===== config.mk =====
export PLATFORM = sky130hd
export DESIGN_NAME = endian_mem_port
export DESIGN_NICKNAME = d
export VERILOG_FILES = /design/src/rtl/endian_mem_pkg.sv /design/src/rtl/emp_addr_decode.sv /design/src/rtl/emp_word_array.sv /design/src/rtl/emp_byte_extract.sv /design/src/rtl/endian_mem_port.sv
export SDC_FILE = /design/constraint.sdc
export NUM_CORES = 1
export LEC_CHECK = 0
export BUFFER_PORTS_ARGS = -buffer_cell sky130_fd_sc_hd__buf_2
export CORE_MARGIN = 2
export CORE_UTILIZATION = 52
export CTS_CLUSTER_SIZE = 24
export DETAILED_ROUTE_END_ITERATION = 8
export PLACE_DENSITY = 0.81
export SYNTH_ARGS = -nofsm -noshare
export SYNTH_HDL_FRONTEND = slang
export SYNTH_SLANG_ARGS = --single-unit

===== constraint.sdc =====
create_clock -name clk -period 12.65 [get_ports clk]
set_clock_uncertainty 0.1 [all_clocks]
set_input_delay 3.795 -clock clk [delete_from_list [all_inputs] [get_ports clk]]
set_output_delay 3.795 -clock clk [all_outputs]
set_load 0.05 [all_outputs]

===== src/rtl/endian_mem_pkg.sv =====
package endian_mem_pkg;
   localparam int unsigned WORD_W   = 32;
   localparam int unsigned BYTE_W   = 8;
   localparam int unsigned LANES    = WORD_W / BYTE_W;
   localparam int unsigned OFF_W    = $clog2(LANES);

   typedef logic [OFF_W-1:0] lane_t;

   // Physical lane of a byte offset under the chosen ordering.
   function automatic lane_t lane_of(input lane_t off, input logic big);
      return big ? lane_t'(LANES - 1 - off) : off;
   endfunction
endpackage


===== src/rtl/emp_addr_decode.sv =====
module emp_addr_decode
   import endian_mem_pkg::*;
#(
   parameter int unsigned ADDR_W = 8,
   parameter int unsigned IDX_W  = 4
) (
   input  logic [ADDR_W-1:0] addr_i,
   input  logic              wr_en_i,
   input  logic              size_byte_i,
   output logic [IDX_W-1:0]  idx_o,
   output lane_t             off_o,
   output logic              misalign_o,
   output logic              wr_en_o
);
   assign idx_o      = addr_i[IDX_W+OFF_W-1:OFF_W];
   assign off_o      = addr_i[OFF_W-1:0];
   assign misalign_o = !size_byte_i && (addr_i[OFF_W-1:0] != '0);
   assign wr_en_o    = wr_en_i && !size_byte_i && (addr_i[OFF_W-1:0] == '0);
endmodule


===== src/rtl/emp_word_array.sv =====
module emp_word_array
   import endian_mem_pkg::*;
#(
   parameter int unsigned DEPTH = 16,
   parameter int unsigned IDX_W = 4
) (
   input  logic              clk,
   input  logic              rst_n,
   input  logic [IDX_W-1:0]  idx_i,
   input  logic              wr_en_i,
   input  logic [WORD_W-1:0] wdata_i,
   output logic [WORD_W-1:0] rd_word_o
);
   logic [WORD_W-1:0] mem [DEPTH];
   logic [DEPTH-1:0]  row_we;

   for (genvar g = 0; g < DEPTH; g++) begin : g_row_sel
      assign row_we[g] = wr_en_i && (idx_i == IDX_W'(g));
   end

   always_ff @(posedge clk) begin
      for (int r = 0; r < DEPTH; r++) begin
         if (!rst_n)         mem[r] <= '0;
         else if (row_we[r]) mem[r] <= wdata_i;
      end
   end

   assign rd_word_o = mem[idx_i];
endmodule


===== src/rtl/emp_byte_extract.sv =====
module emp_byte_extract
   import endian_mem_pkg::*;
(
   input  logic [WORD_W-1:0] word_i,
   input  lane_t             off_i,
   input  logic              big_endian_i,
   output logic [WORD_W-1:0] sext_o
);
   logic [BYTE_W-1:0] lanes [LANES];
   logic [BYTE_W-1:0] pick;

   for (genvar l = 0; l < LANES; l++) begin : g_lane
      assign lanes[l] = word_i[l*BYTE_W +: BYTE_W];
   end

   assign pick   = lanes[lane_of(off_i, big_endian_i)];
   assign sext_o = {{(WORD_W-BYTE_W){pick[BYTE_W-1]}}, pick};
endmodule


===== src/rtl/endian_mem_port.sv =====
module endian_mem_port
   import endian_mem_pkg::*;
#(
   parameter int unsigned DEPTH  = 16,
   parameter int unsigned ADDR_W = 8
) (
   input  logic              clk,
   input  logic              rst_n,
   input  logic              big_endian_i,
   input  logic [ADDR_W-1:0] addr_i,
   input  logic [31:0]       wdata_i,
   input  logic              wr_en_i,
   input  logic              size_byte_i,
   output logic [31:0]       rdata_o,
   output logic              misalign_o
);
   localparam int unsigned IDX_W = (DEPTH > 1) ? $clog2(DEPTH) : 1;

   if (DEPTH < 2 || (DEPTH & (DEPTH - 1)) != 0) begin : g_bad_depth
      $error("DEPTH must be a power of two of at least 2");
   end
   if (ADDR_W < IDX_W + OFF_W) begin : g_bad_addr
      $error("ADDR_W too narrow for DEPTH");
   end

   logic [IDX_W-1:0]  idx;
   lane_t             off;
   logic              wr_en;
   logic [WORD_W-1:0] rd_word;
   logic [WORD_W-1:0] byte_sext;

   emp_addr_decode #(.ADDR_W(ADDR_W), .IDX_W(IDX_W)) dec_i (
      .addr_i      (addr_i),
      .wr_en_i     (wr_en_i),
      .size_byte_i (size_byte_i),
      .idx_o       (idx),
      .off_o       (off),
      .misalign_o  (misalign_o),
      .wr_en_o     (wr_en)
   );

   emp_word_array #(.DEPTH(DEPTH), .IDX_W(IDX_W)) arr_i (
      .clk       (clk),
      .rst_n     (rst_n),
      .idx_i     (idx),
      .wr_en_i   (wr_en),
      .wdata_i   (wdata_i),
      .rd_word_o (rd_word)
   );

   emp_byte_extract ext_i (
      .word_i       (rd_word),
      .off_i        (off),
      .big_endian_i (big_endian_i),
      .sext_o       (byte_sext)
   );

   always_comb begin
      if (misalign_o)       rdata_o = '0;
      else if (size_byte_i) rdata_o = byte_sext;
      else                  rdata_o = rd_word;
   end
endmodule


* Word level (Yosys, flattened, before mapping)
Memories as Yosys holds them, arrays and structs flattened.
Index checks and enable logic that the tools add are counted.
** Storage, ports and cells
- Bits in registers :: 0
- Bits in latches :: 0
- Bits in writable memories :: 512
- ROM bits :: 0
- Input port bits :: 45
- Output and inout port bits :: 33
- Word-level logic and storage cells :: 129
- Memories kept :: 1
** Operators by class
- $add $sub $neg :: 1
- Multipliers :: 0
- Div/mod/pow operators :: 0
- $lt $le $gt $ge :: 1
- Eq/ne operators :: 15
- Shift operators :: 0
- Multiplexer cells :: 71
- Bitwise operators :: 17
- Reductions and logical operators :: 23
** Memory list
- arr_i.mem :: depth 16, bits a word 32, rd ports 1, clocked after memory_dff 0, wr ports 16, RTL line emp_word_array.sv:14 : logic [WORD_W-1:0] mem [DEPTH];
** Operator list (number)
- $mux W32 :: 18
- $mux W1 :: 49
- $eq A4 B4 Y1 const B :: 8
- $logic_and A1 B1 Y1 :: 19
- $bmux W8 S2 :: 1
- $eq A4 B3 Y1 const B :: 4
- $mux W8 :: 2
- $or A1 B1 Y1 :: 16
- $eq A4 B2 Y1 const B :: 2
- $eq A4 B1 Y1 const B :: 1
- $logic_not A4 Y1 :: 1
- $ge A3 B3 Y1 const B :: 1
- $not A2 Y3 :: 1
- $logic_not A2 Y1 :: 1
- $mux W2 :: 1
- $reduce_bool A2 Y1 :: 1
- $sub A2 B2 Y2 const A :: 1
- $logic_not A1 Y1 :: 1

* Logic depth before layout (Yosys ltp)
- Word-level depth :: 8
- Gate-level depth with buffers :: 9

* Cells and area by module
From an unflattened synthesis, not the netlist that was laid out.
** Unflattened totals
- Cell total of the unflattened synthesis :: 1539
- Area total of the unflattened synthesis :: 23934.2 sq um
** By module, submodules not included
- emp_word_array :: times used 1, cells each 1426, area an instance 22918.2 sq um, seq. area each 15374.7 sq um
- endian_mem_port :: times used 1, cells each 71, area an instance 523.0 sq um, seq. area each 0.0 sq um
- emp_byte_extract :: times used 1, cells each 34, area an instance 422.9 sq um, seq. area each 0.0 sq um
- emp_addr_decode :: times used 1, cells each 8, area an instance 70.1 sq um, seq. area each 0.0 sq um

* Least setup slack after synthesis
Ideal clock, no wire load.
- Kind :: input-to-output
- Start point :: input addr_i[5]
- End point :: output rdata_o[11]
- Data arrival time :: 6.207 ns
- Required time :: 8.755 ns
- Slack :: 2.548 ns
- Cell stages on the path :: 7
- Path through :: buf_2 > buf_2 > clkbuf_1 > mux4_2 > mux2i_1 > mux2_2 > o21ai_0
** On the way
- Cells in the longest elaborated chain, start to end :: 6
** RTL lines
- from (decl) :: RTL line endian_mem_port.sv:10 : input logic [ADDR_W-1:0] addr_i,
- $mem_v2 Z16 W32 *
- $bmux W8 S2 :: RTL line emp_byte_extract.sv:16 : assign pick = lanes[lane_of(off_i, big_endian_i)];
- $mux W8 (not written as such) (2 in a row) :: RTL line emp_byte_extract.sv:16
- $mux W32 * :: RTL line endian_mem_port.sv:60 : else if (size_byte_i) rdata_o = byte_sext;
- $mux W32 * :: RTL line endian_mem_port.sv:59 : if (misalign_o) rdata_o = '0;
- to (decl) :: RTL line endian_mem_port.sv:14 : output logic [31:0] rdata_o,
Every way passes the cells marked *; elsewhere a longest branch is shown, timed or not. The select of a mux whose other input is x is not followed.

* Worst setup path in the final report
- Start point :: input addr_i[2]
- End point :: output rdata_o[30]
The elaborated chain is that of the path after synthesis.

==> results.json <==
{
  "rsz0062_at_grt": "false",
  "crit_arrival_ps": 7290,
  "h-tree-depth": 2,
  "grt.total_usage_pct": 26.4,
  "io_pins": 78,
  "crit_fanout": 71,
  "dieArea_um2": 47300,
  "area_growth_pct": 11.0,
  "ys_seq_area_share_pct": 64.9,
  "fin_ws_ps": 1470,
  "status": "completed",
  "ant_nets": 0,
  "synth_top_area_share_pct": 64.9,
  "grt_first_pass_wirelength_mm": 90.1,
  "vias": 13790,
  "holdPathStages": 2,
  "max_freq_mhz": 89.4,
  "antenna_found_initial": 4,
  "worstSetupStartpointType": "input pin",
  "min_to": "arr_i.mem[11][17]",
  "largest_register": "arr_i.mem",
  "first_iter_violations": 1812,
  "gp_congestion": 0.822,
  "synth_seq_cells": 512,
  "peakVddDrop_mv": 0.0954,
  "synth_nets": 1558,
  "critical_path_class": "input pin to primary output",
  "grt_max_degree": 72,
  "drc_errors": 0,
  "path_clk_slew_ps": 60,
  "fp-row-count": 78,
  "final_common_cell": "and2_1",
  "cts_resized": 0,
  "cts-root-buf": "clkbuf_16",
  "synth_cell_types": 33,
  "maxSlewHeadroom_pct": 36.3,
  "syn_area_um2": 23700,
  "wirelength_mm": 61.7,
  "fin_nets": 1594,
  "synth.yosys.warnings": 0,
  "port_buffers": 75,
  "hold_path_startpoint": "wdata_i[17]",
  "leakage_nw": 9.17,
  "largestRegisters": "arr_i.mem x512",
  "cts_hold_buffers": 0,
  "dieWidth_um": 217,
  "setup_tns_ps": 0,
  "core_area_um2": 45200,
  "dp_hpwl_mm": 36.3,
  "cts.sinks": 512,
  "hp-class": "input pin to flip-flop",
  "required_ps": 8760,
  "endpoint_kind": "primary output",
  "cts.path.max_buffers": 3,
  "yosys_most_used_dff": "edfxtp_1",
  "fin_crit_sh_pct": 88.4,
  "period_needed_ps": 11180,
  "vias_per_cell": 6.31,
  "final_cell_mix": "and2_1, edfxtp_1, mux4_2",
  "drv_slew": 0,
  "drt-wirelength-per-cell_um": 28.2,
  "drt_first_pass_iters": 5,
  "grt_pass1_vias": 13756,
  "cap_viol_max_count": 0,
  "netlist_top_cells_area": "edfxtp_1, and2_1, mux4_2, clkbuf_1, mux2i_1",
  "ys_async_sr_fraction_pct": 0,
  "numCtsBuffers": 49,
  "synth_edf_count": 512,
  "synth_top_cell_by_area": "edfxtp_1",
  "finalHoldViolCount": 0,
  "layout-drive-gt1-share_pct": 23.2,
  "tightest_slew_ps": 950,
  "setup_viol": 0,
  "syn_inst": 1513,
  "initial_utilization_pct": 52.4,
  "largest_reg_flops": 512,
  "die_h_um": 217,
  "powerDensity_nw_per_um2": 144,
  "cts_tree": "built",
  "post-place-ws_ps": 1470,
  "cts_setup_buffers": 0,
  "gr-total-overflow": 0,
  "avgSynthCellArea_um2": 15.6
}
[report_power, final]
| group | internal, mW | leakage (nW) | switching (mW) |
|---|---|---|---|
| registers | 1.95 | 4.86 | 0.0229 |
| clock network | 0.791 | 0.731 | 0.624 |
| logic | 0.127 | 3.58 | 0.259 |
| total | 2.87 | 9.17 | 0.906 |
[through the flow]
stage          utilization (%)  instance area [um2]  cells  hold WS, ps  power (mW)
2_1_floorplan                -                23700   1513         3890        2.26
3_3_place_gp              54.9                24800   2098         4140        2.38
3_5_place_dp              54.9                24800   2098         4150        2.39
4_1_cts                   58.2                26300   2185         3570        3.77
5_1_grt                   58.2                26300   2186         3610        3.86
6_report                  58.2                26300   2187         3580        3.77
[how the worst max path moves through the flow]
stage | to | startpoint | slack (ps)
2_1_floorplan | rdata_o[11] | addr_i[5] | 2550
3_3_place_gp | rdata_o[31] | addr_i[2] | 1540
3_5_place_dp | rdata_o[29] | addr_i[2] | 1470
4_1_cts | rdata_o[31] | addr_i[2] | 1450
5_1_grt | rdata_o[31] | addr_i[2] | 1190
6_report | rdata_o[30] | addr_i[2] | 1470
[critical path, stage by stage]
cell	delay [ps]
clkbuf_8	690
mux4_2	660
mux4_2	530
nand4b_1	110
and4_1	810
o21ai_0	340
buf_2	310
[cells in the mapped netlist, types with 3 or more instances]
cell type	count
mux2_2	13
buf_2	17
buf_4	3
or4_1	6
mux4_2	137
and2_1	514
buf_1	5
o21ai_0	36
a22o_1	27
nand2b_1	3
nand2_1	19
o22ai_1	13
mux2i_1	26
nand4b_1	5
edfxtp_1	512
nor2_1	47
buf_6	7
nand4_1	3
clkbuf_1	102
[per-layer routing]
metal  track usage [%]  vias to the layer above  part of all wire, %
met5                 0                        -                0.032
met4              9.43                        4                  3.7
met3              6.42                      153                   13
met2              41.4                      920                   47
met1              36.5                     7026                   37
li1                  -                     5687                    -
[kinds of logic (layout without fill, tap and decap cells)]
family / after synthesis / in the layout / synth area share, %
flip-flops: 512 / 512 / 64.9
other: 0 / 2 / 0
XOR/XNOR: 2 / 2 / 0.0740
AND/OR/NAND/NOR: 609 / 609 / 15.5
AO/OA/AOI/OAI: 80 / 80 / 2.25
buffers and inverters: 134 / 206 / 2.48
multiplexers: 176 / 176 / 14.7
[final cells by class]
class	instances	area, um2
Sequential cell	512	15400
Multi-Input combinational cell	867	7940
Tap cell	600	751
Antenna cell	2	5.00
Fill cell	3300	18900
Clock inverter	27	230
Timing Repair Buffer	119	729
Clock buffer	60	1270
(Power assumes the default switching activity.)
